## config.mk

```make
export PLATFORM = sky130hd
export DESIGN_NAME = qbpx_target
export DESIGN_NICKNAME = d
export VERILOG_FILES = /design/src/rtl/qbpx_pkg.sv /design/src/rtl/qbpx_busin.sv /design/src/rtl/qbpx_proto.sv /design/src/rtl/qbpx_bitcell.sv /design/src/rtl/qbpx_target.sv
export SDC_FILE = /design/constraint.sdc
export NUM_CORES = 1
export LEC_CHECK = 0
export CORE_MARGIN = 4
export CORE_UTILIZATION = 45
export DETAILED_ROUTE_END_ITERATION = 8
export PLACE_DENSITY_LB_ADDON = 0.12
export SYNTH_ARGS = -nofsm -noshare
export SYNTH_HDL_FRONTEND = slang
export SYNTH_HIERARCHICAL = 1
export SYNTH_SLANG_ARGS = --single-unit
```

## constraint.sdc

```tcl
create_clock -name clk -period 1.7 [get_ports clk]
set_input_delay 0.51 -clock clk [delete_from_list [all_inputs] [get_ports clk]]
set_output_delay 0.51 -clock clk [all_outputs]
set_load 0.01 [all_outputs]
```

## src/rtl/qbpx_pkg.sv

```systemverilog
package qbpx_pkg;
  localparam int BYTE_W = 8;
  localparam int SEL_W  = 3;
  localparam int PFX_W  = 7 - SEL_W;
  localparam int CNT_W  = $clog2(BYTE_W + 1);

  typedef enum logic [2:0] {
    ST_IDLE,
    ST_ADDR,
    ST_AACK,
    ST_WDATA,
    ST_WACK,
    ST_RDATA,
    ST_RACK
  } bus_state_t;
endpackage

```

## src/rtl/qbpx_busin.sv

```systemverilog
module qbpx_busin #(
  parameter int SYNC_STAGES = 2
) (
  input  logic clk,
  input  logic rst_n,
  input  logic scl_raw,
  input  logic sda_raw,
  output logic sda_lvl,
  output logic scl_rise,
  output logic scl_fall,
  output logic start_det,
  output logic stop_det
);
  localparam int LINES = 2;

  logic [LINES-1:0] raw_w;
  logic [LINES-1:0] lvl;
  logic [LINES-1:0] lvl_q;

  assign raw_w = {sda_raw, scl_raw};

  for (genvar g = 0; g < LINES; g++) begin : g_line
    logic [SYNC_STAGES-1:0] pipe;
    if (SYNC_STAGES > 1) begin : g_multi
      always_ff @(posedge clk or negedge rst_n) begin
        if (!rst_n) pipe <= '1;
        else        pipe <= {pipe[SYNC_STAGES-2:0], raw_w[g]};
      end
    end else begin : g_single
      always_ff @(posedge clk or negedge rst_n) begin
        if (!rst_n) pipe <= '1;
        else        pipe <= raw_w[g];
      end
    end
    assign lvl[g] = pipe[SYNC_STAGES-1];
  end

  always_ff @(posedge clk or negedge rst_n) begin
    if (!rst_n) lvl_q <= '1;
    else        lvl_q <= lvl;
  end

  assign sda_lvl   = lvl[1];
  assign scl_rise  =  lvl[0] & ~lvl_q[0];
  assign scl_fall  = ~lvl[0] &  lvl_q[0];
  assign start_det =  lvl_q[1] & ~lvl[1] & lvl[0] & lvl_q[0];
  assign stop_det  = ~lvl_q[1] &  lvl[1] & lvl[0] & lvl_q[0];
endmodule

```

## src/rtl/qbpx_proto.sv

```systemverilog
module qbpx_proto
  import qbpx_pkg::*;
#(
  parameter logic [PFX_W-1:0] ADDR_PREFIX = 4'b0111
) (
  input  logic              clk,
  input  logic              rst_n,
  input  logic              sda_lvl,
  input  logic              scl_rise,
  input  logic              scl_fall,
  input  logic              start_det,
  input  logic              stop_det,
  input  logic [SEL_W-1:0]  addr_sel,
  input  logic [BYTE_W-1:0] pins,
  output logic              wr_stb,
  output logic [BYTE_W-1:0] wr_data,
  output logic              sda_pull
);
  localparam logic [CNT_W-1:0] FULL = CNT_W'(BYTE_W);

  bus_state_t        st, st_n;
  logic [CNT_W-1:0]  cnt, cnt_n;
  logic [BYTE_W-1:0] sh, sh_n;
  logic              rw, rw_n;
  logic              oe, oe_n;
  logic              nack, nack_n;

  always_comb begin
    st_n   = st;
    cnt_n  = cnt;
    sh_n   = sh;
    rw_n   = rw;
    oe_n   = oe;
    nack_n = nack;
    wr_stb = 1'b0;
    if (start_det) begin
      st_n  = ST_ADDR;
      cnt_n = '0;
      oe_n  = 1'b0;
    end else if (stop_det) begin
      st_n = ST_IDLE;
      oe_n = 1'b0;
    end else begin
      case (st)
        ST_ADDR, ST_WDATA: begin
          if (scl_rise) begin
            sh_n  = {sh[BYTE_W-2:0], sda_lvl};
            cnt_n = cnt + CNT_W'(1);
          end else if (scl_fall && cnt == FULL) begin
            if (st == ST_WDATA) begin
              st_n = ST_WACK;
              oe_n = 1'b1;
            end else if (sh[BYTE_W-1:1] == {ADDR_PREFIX, addr_sel}) begin
              st_n = ST_AACK;
              rw_n = sh[0];
              oe_n = 1'b1;
            end else begin
              st_n = ST_IDLE;
            end
          end
        end
        ST_AACK: begin
          if (scl_fall) begin
            cnt_n = '0;
            if (rw) begin
              st_n = ST_RDATA;
              sh_n = pins;
              oe_n = ~pins[BYTE_W-1];
            end else begin
              st_n = ST_WDATA;
              oe_n = 1'b0;
            end
          end
        end
        ST_WACK: begin
          if (scl_fall) begin
            wr_stb = 1'b1;
            st_n   = ST_WDATA;
            cnt_n  = '0;
            oe_n   = 1'b0;
          end
        end
        ST_RDATA: begin
          if (scl_rise) begin
            cnt_n = cnt + CNT_W'(1);
          end else if (scl_fall) begin
            if (cnt == FULL) begin
              st_n = ST_RACK;
              oe_n = 1'b0;
            end else begin
              sh_n = {sh[BYTE_W-2:0], 1'b0};
              oe_n = ~sh[BYTE_W-2];
            end
          end
        end
        ST_RACK: begin
          if (scl_rise) begin
            nack_n = sda_lvl;
          end else if (scl_fall) begin
            cnt_n = '0;
            if (nack) begin
              st_n = ST_IDLE;
              oe_n = 1'b0;
            end else begin
              st_n = ST_RDATA;
              sh_n = pins;
              oe_n = ~pins[BYTE_W-1];
            end
          end
        end
        default: st_n = ST_IDLE;
      endcase
    end
  end

  always_ff @(posedge clk or negedge rst_n) begin
    if (!rst_n) begin
      st   <= ST_IDLE;
      cnt  <= '0;
      sh   <= '0;
      rw   <= 1'b0;
      oe   <= 1'b0;
      nack <= 1'b0;
    end else begin
      st   <= st_n;
      cnt  <= cnt_n;
      sh   <= sh_n;
      rw   <= rw_n;
      oe   <= oe_n;
      nack <= nack_n;
    end
  end

  assign wr_data  = sh;
  assign sda_pull = oe;
endmodule

```

## src/rtl/qbpx_bitcell.sv

```systemverilog
module qbpx_bitcell (
  input  logic clk,
  input  logic rst_n,
  input  logic wr_stb,
  input  logic wr_bit,
  input  logic scl_fall,
  output logic latch_q,
  output logic weak_en,
  output logic strong_en
);
  logic latch_n;
  logic strong_q, strong_n;

  always_comb begin
    latch_n  = latch_q;
    strong_n = strong_q;
    if (wr_stb) begin
      latch_n  = wr_bit;
      strong_n = wr_bit & ~latch_q;
    end else if (scl_fall) begin
      strong_n = 1'b0;
    end
  end

  always_ff @(posedge clk or negedge rst_n) begin
    if (!rst_n) begin
      latch_q  <= 1'b1;
      strong_q <= 1'b0;
    end else begin
      latch_q  <= latch_n;
      strong_q <= strong_n;
    end
  end

  assign weak_en   = latch_q;
  assign strong_en = strong_q;
endmodule

```

## src/rtl/qbpx_target.sv

```systemverilog
module qbpx_target
  import qbpx_pkg::*;
#(
  parameter logic [PFX_W-1:0] ADDR_PREFIX = 4'b0111,
  parameter int               SYNC_STAGES = 2
) (
  input  logic              clk,
  input  logic              rst_n,
  input  logic              scl_in,
  input  logic              sda_in,
  output logic              sda_pull_low,
  input  logic [SEL_W-1:0]  addr_sel,
  input  logic [BYTE_W-1:0] port_in,
  output logic [BYTE_W-1:0] port_latch,
  output logic [BYTE_W-1:0] weak_pu_en,
  output logic [BYTE_W-1:0] strong_pu_en
);
  logic              rst_q1, rst_q2;
  logic              sda_lvl, scl_rise, scl_fall, start_det, stop_det;
  logic              wr_stb;
  logic [BYTE_W-1:0] wr_data;

  always_ff @(posedge clk or negedge rst_n) begin
    if (!rst_n) begin
      rst_q1 <= 1'b0;
      rst_q2 <= 1'b0;
    end else begin
      rst_q1 <= 1'b1;
      rst_q2 <= rst_q1;
    end
  end

  qbpx_busin #(.SYNC_STAGES(SYNC_STAGES)) i_busin (
    .clk       (clk),
    .rst_n     (rst_q2),
    .scl_raw   (scl_in),
    .sda_raw   (sda_in),
    .sda_lvl   (sda_lvl),
    .scl_rise  (scl_rise),
    .scl_fall  (scl_fall),
    .start_det (start_det),
    .stop_det  (stop_det)
  );

  qbpx_proto #(.ADDR_PREFIX(ADDR_PREFIX)) i_proto (
    .clk       (clk),
    .rst_n     (rst_q2),
    .sda_lvl   (sda_lvl),
    .scl_rise  (scl_rise),
    .scl_fall  (scl_fall),
    .start_det (start_det),
    .stop_det  (stop_det),
    .addr_sel  (addr_sel),
    .pins      (port_in),
    .wr_stb    (wr_stb),
    .wr_data   (wr_data),
    .sda_pull  (sda_pull_low)
  );

  for (genvar b = 0; b < BYTE_W; b++) begin : g_bit
    qbpx_bitcell i_cell (
      .clk       (clk),
      .rst_n     (rst_q2),
      .wr_stb    (wr_stb),
      .wr_bit    (wr_data[b]),
      .scl_fall  (scl_fall),
      .latch_q   (port_latch[b]),
      .weak_en   (weak_pu_en[b]),
      .strong_en (strong_pu_en[b])
    );
  end
endmodule

```

======== Yosys cells after proc, flatten, opt, wreduce, memory -nomap -nowiden ========
Index checks and enable logic that the tools add are counted.
storage, ports and cells
  word-level logic and storage cells ...... 166
  bits in registers ....................... 42
  input bits .............................. 15
  output and inout port bits .............. 25
operators by class
  reductions and logical operators ........ 14
  equality and inequality tests ........... 30
  bitwise logic cells ..................... 34
  mux-type cells .......................... 60
  add/subtract/negate cells ............... 1
operators with widths
  cell                                                                      number
  8-bit 2-to-1 mux                                                          9
  3-bit 2-to-1 mux                                                          14
  8-bit one-hot mux with 4 select lines                                     1
  1-bit 2-to-1 mux                                                          27
  4-bit by 3-bit inequality test with 1-bit output (second input constant)  6
  4-bit 2-to-1 mux                                                          5
  1-bit NOT                                                                 18
  1-bit AND                                                                 16
  3-bit one-hot mux with 5 select lines                                     1
  4-bit inequality test (second input constant)                             3
  4-bit one-hot mux with 3 select lines                                     1
  12-bit AND reduction                                                      1
  2-bit by 1-bit inequality test with 1-bit output (second input constant)  5
  2-bit inequality test (second input constant)                             5
  10-bit AND reduction                                                      1
  3-bit equality test (second input constant)                               3
  9-bit AND reduction                                                       1
  4-bit AND reduction                                                       2
  4-bit nonzero test                                                        2
  7-bit by 6-bit equality test with 1-bit output                            1
  7-bit AND reduction                                                       1
  7-bit nonzero test                                                        1
  3-bit by 2-bit equality test with 1-bit output (second input constant)    2
  5-bit by 3-bit inequality test with 1-bit output (second input constant)  1
  11 further kinds                                                          12

======== Logic depth before layout (Yosys ltp) ========
  word-level depth ........................ 8
  gate-level depth with buffers ........... 7
  mapped depth without buffers ............ 7

======== Cells and area by module ========
The synthesis kept the hierarchy.
modules (own cells, without submodules)
  module        cells each  instances  area each (µm²)
  qbpx_proto    147         1          1313.8
  qbpx_bitcell  8           8          85.1
  qbpx_busin    10          1          190.2
  qbpx_target   3           1          53.8

======== Least setup slack after synthesis ========
Ideal clock, no wire load.
  path kind ............................... register -> register
  from .................................... register i_busin.lvl_q[0]
  to ...................................... register g_bit[0].i_cell.strong_q
  setup time .............................. 0.122 ns
  clock period less this slack ............ 3.797 ns
  slack ................................... -2.097 ns
  cell stages (with the launch flop) ...... 6
  data arrival time ....................... 3.676 ns
  cells stage by stage .................... dfstp_2 > nor2b_1 > nand2_1 > nor4_1 > nor2_1 > a32o_1
between the ends
  cells in the longest elaborated chain, start to end .. 6
ends and longest elaborated chain
  element                                                        line                source
  start, declared                                                qbpx_busin.sv:18    logic [LINES-1:0] lvl_q;
  start signal, assigned                                         qbpx_busin.sv:40    else lvl_q <= lvl;
  1-bit AND *                                                    qbpx_busin.sv:45    assign scl_fall = ~lvl[0] & lvl_q[0];
  via scl_fall                                                   qbpx_target.sv:19   logic sda_lvl, scl_rise, scl_fall, start_det, stop_det;
  1-bit 2-to-1 mux *                                             qbpx_proto.sv:76    if (scl_fall) begin
  1-bit 2-to-1 mux *                                             qbpx_proto.sv:44    case (st)
  1-bit 2-to-1 mux *                                             qbpx_proto.sv:40    end else if (stop_det) begin
  1-bit 2-to-1 mux *                                             qbpx_proto.sv:36    if (start_det) begin
  via wr_stb                                                     qbpx_target.sv:20   logic wr_stb;
  1-bit 2-to-1 mux / 2-bit nonzero test (equally long branches)  -
  end signal, assigned                                           qbpx_bitcell.sv:31  strong_q <= strong_n;
  end, declared                                                  qbpx_bitcell.sv:12  logic strong_q, strong_n;
The timed path passes the listed nets; every way through them passes the cells marked *.
A chain may end at the register's enable or synchronous reset.

======== Worst setup path in the final report ========
  from .................................... register i_busin.g_line[1].pipe[1]
  to ...................................... register g_bit[4].i_cell.strong_q
between the ends
  cells in the longest elaborated chain, start to end .. 6
ends and longest elaborated chain
  element                                                        line                source
  start, declared                                                qbpx_busin.sv:23    logic [SYNC_STAGES-1:0] pipe;
  start signal, assigned                                         qbpx_busin.sv:27    else pipe <= {pipe[SYNC_STAGES-2:0], raw_w[g]};
  1-bit NOT *                                                    qbpx_busin.sv:46    assign start_det = lvl_q[1] & ~lvl[1] & lvl[0] & lvl_q[0];
  1-bit AND * (3 in series)                                      qbpx_busin.sv:46
  via start_det                                                  qbpx_target.sv:19
  1-bit 2-to-1 mux *                                             qbpx_proto.sv:36
  via wr_stb                                                     qbpx_target.sv:20
  1-bit 2-to-1 mux / 2-bit nonzero test (equally long branches)  -
  end signal, assigned                                           qbpx_bitcell.sv:31
  end, declared                                                  qbpx_bitcell.sv:12
Marked as above.

==> results.py <==
metrics = {
    "outcome": {
        "status": "finished, violations left",
        "violations": "negative setup slack",
    },
    "setup_path": {
        "timing.rr.end": "g_bit[4].i_cell/strong_en$_DFFE_PN0P_",
        "start_kind": "flop",
        "crit_required_ns": 1.88,
        "reg2reg_from": "i_busin/g_line[1].pipe[1]$_DFF_PN1_",
        "end_kind": "flop",
        "crit_family": "simple AND/OR/NAND/NOR gates",
        "reg2reg_setup_slack_ns": -0.17,
        "worstSetupPathType": "flop to flop",
        "worstPathMaxFanout": 12,
        "r2r_cells": 7,
        "max_stage_delay_ns": 0.54,
        "crit_slowest_cell": "dfstp_2",
        "path_buf_inv": 2,
        "cp_cell_sequence": "and4b_2 -> or2_4 -> buf_6 -> nor4_4 -> buf_6 -> nor2_1 -> a32o_1",
        "cp.arrival_ns": 2.05,
        "startpoint": "i_busin/g_line[1].pipe[1]$_DFF_PN1_",
        "crit_top_cell": "buf_6",
    },
    "sta": {
        "period_needed_ns": 1.87,
        "holdWs_ns": 0.204,
        "fmax_mhz": 536,
        "finalSetupViolCount": 30,
        "final.setup.worst_slack_ns": -0.166,
        "fin_worst_skew_ns": 0.00908,
        "rsz0062_at_grt": "yes",
        "slew_violations": 0,
        "hold_viol_final": 0,
        "finalCritPeriodShare": 1.10,
    },
    "clock_tree": {
        "clkTransAtPathRegs_ns": 0.08,
        "htree_num_levels": 2,
        "cts_tree": "done",
        "cts.sinks": 42,
        "clk_latency_ns": 0.29,
        "cts_root_buf": "clkbuf_8",
        "cts_buffers": 5,
        "ctsHoldBuffers": 0,
        "cts_max_path_buffers": 2,
    },
    "global_routing": {
        "antenna_found_initial": 0,
        "gr-total-overflow": 0,
        "grt_max_degree": 28,
        "track_usage": 0.193,
        "grt_pass1_vias": 1954,
        "grt_first_pass_wirelength_um": 9300,
    },
    "yosys": {
        "synthesis.area_mm2": 0.00224,
        "synthCells": 224,
        "ys_warn_count": 6,
        "yosys_most_used_dff": "dfrtp_1",
        "synth_fp_nets": 241,
        "async_flop_share": 1.00,
        "ys_ff_latch": 42,
        "seq_area_frac_synth": 0.477,
        "synth.distinct_cells": 46,
        "syn_area_per_cell_um2": 9.99,
        "synth_edf_count": 0,
    },
    "power": {
        "p_leak_uw": 0.00155,
        "peakVddDrop_mv": 0.920,
        "total_power_uw": 5090,
        "power_density_mw_per_mm2": 1570,
    },
    "routing": {
        "vias": 1921,
        "first_pass_iters": 4,
        "routed_wl_um": 5530,
        "route.detailed.drc": 0,
        "wl_per_cell_um": 14.8,
        "drt_iter0_markers": 172,
        "via_per_inst": 5.14,
        "ant_nets": 0,
    },
    "placement": {
        "numPortBuffers": 39,
        "hpwl_um": 3790,
        "dpl_worst_slack_ns": -0.278,
        "finalWeightedCongestion": 0.850,
        "dp.cells": 359,
    },
    "floorplanning": {
        "initial_core_util": 0.468,
        "io_pins": 40,
        "dieWidth_um": 78.5,
        "row_count": 25,
        "die_area_mm2": 0.00617,
        "die_h_um": 78.5,
        "core_area_mm2": 0.00479,
    },
    "finish": {
        "regArea_mm2": 0.00107,
        "final_cell_mix": "44 x buf_4, 35 x nand2_1, 28 x dfrtp_1, 23 x dlygate4sd2_1, 17 x nor2_1",
        "layout_commonest_cell": "buf_4",
        "final_cells": 374,
        "fill_cells": 374,
        "drive_gt1_frac": 0.358,
        "fin_nets": 323,
        "multi_input_area_mm2": 0.00114,
        "finish.utilization": 0.676,
        "area_growth_pct": 44.4,
        "antenna_cells": 0,
    },
    "hold_path": {
        "hp-class": "flop to async pin",
    },
    "run": {
        "maxCapViolations": 0,
    },
}
-- worst max path at each step --
stage	cells past startpoint	slack [ns]	end
floorplan	5	-0.51	g_bit[0].i_cell/strong_en$_DFFE_PN0P_
CTS	7	-0.19	g_bit[3].i_cell/strong_en$_DFFE_PN0P_
detailed placement	7	-0.28	i_proto/sda_pull$_DFFE_PN0P_
finish	7	-0.17	g_bit[4].i_cell/strong_en$_DFFE_PN0P_
global placement	7	-0.25	i_proto/sda_pull$_DFFE_PN0P_
global route	7	-0.25	g_bit[3].i_cell/strong_en$_DFFE_PN0P_
-- kinds of logic after synthesis --
logic type,share of synthesized area
simple gates,0.199
compound gates,0.146
flops,0.477
buf+inv,0.0715
mux,0.0777
xor+xnor,0.0156
fa+ha+maj,0.0112
other cells,0.00168
-- sequential cells by signal, indices dropped and copies added (netlist names), 2 cells and up --
register                cells
g_bit.i_cell/latch_q        8
g_bit.i_cell/strong_en      8
i_proto/wr_data             8
i_busin/g_line.pipe         4
i_proto/cnt                 4
i_proto/st                  3
i_busin/lvl_q               2
-- timing repair --
item	4_1_cts	5_1_grt
gates cloned	1	0
pin swaps	8	4
setup buffers	3	3
hold endpoints to repair	0	0
endpoints found under the setup margin	57	36
gates resized for setup	36	15
-- layer usage --
layer,GRT usage,share of wire,wire length [um],vias to the layer above
li1,-,-,-,942
met4,0.0682,0.021,117,0
met2,0.314,0.49,2690,54
met5,0,0,0,-
met3,0.0390,0.042,230,10
met1,0.255,0.45,2490,915
-- area by class of cell --
cell class                      instances  area share
Multi-Input combinational cell        153       0.353
Clock inverter                          1     0.00929
Sequential cell                        42       0.330
Timing Repair Buffer                   89       0.236
Inverter                               15      0.0182
Tap cell                               67      0.0259
Clock buffer                            7      0.0267
-- power by group --
part	switching (uW)	leakage, uW	internal (uW)	total, uW
Combinational	1310	0.000982	1320	2630
Sequential	258	0.000508	1380	1630
Clock	347	0.0000585	479	826
Total	1920	0.00155	3170	5090
-- metrics by stage --
stage          TNS (ns)  cell area [um^2]
2_1_floorplan     -7.84              2290
3_3_place_gp      -3.64              2990
3_5_place_dp      -4.21              2990
4_1_cts           -3.25              3170
5_1_grt           -5.27              3230
6_report          -2.81              3230
-- cells in the mapped netlist (all sizes together), types with 5 or more instances --
cell	instances	area, um^2
nand2	36	135
dfrtp	28	701
nor2	19	73.8
inv	15	56.3
buf	14	100
dfstp	14	368
a21oi	11	62.6
mux2	11	154
o21ai	10	50.0
nand3	9	57.6
a32o	8	80.1
nor4	5	37.5
Power figures use the tool's default switching activity.
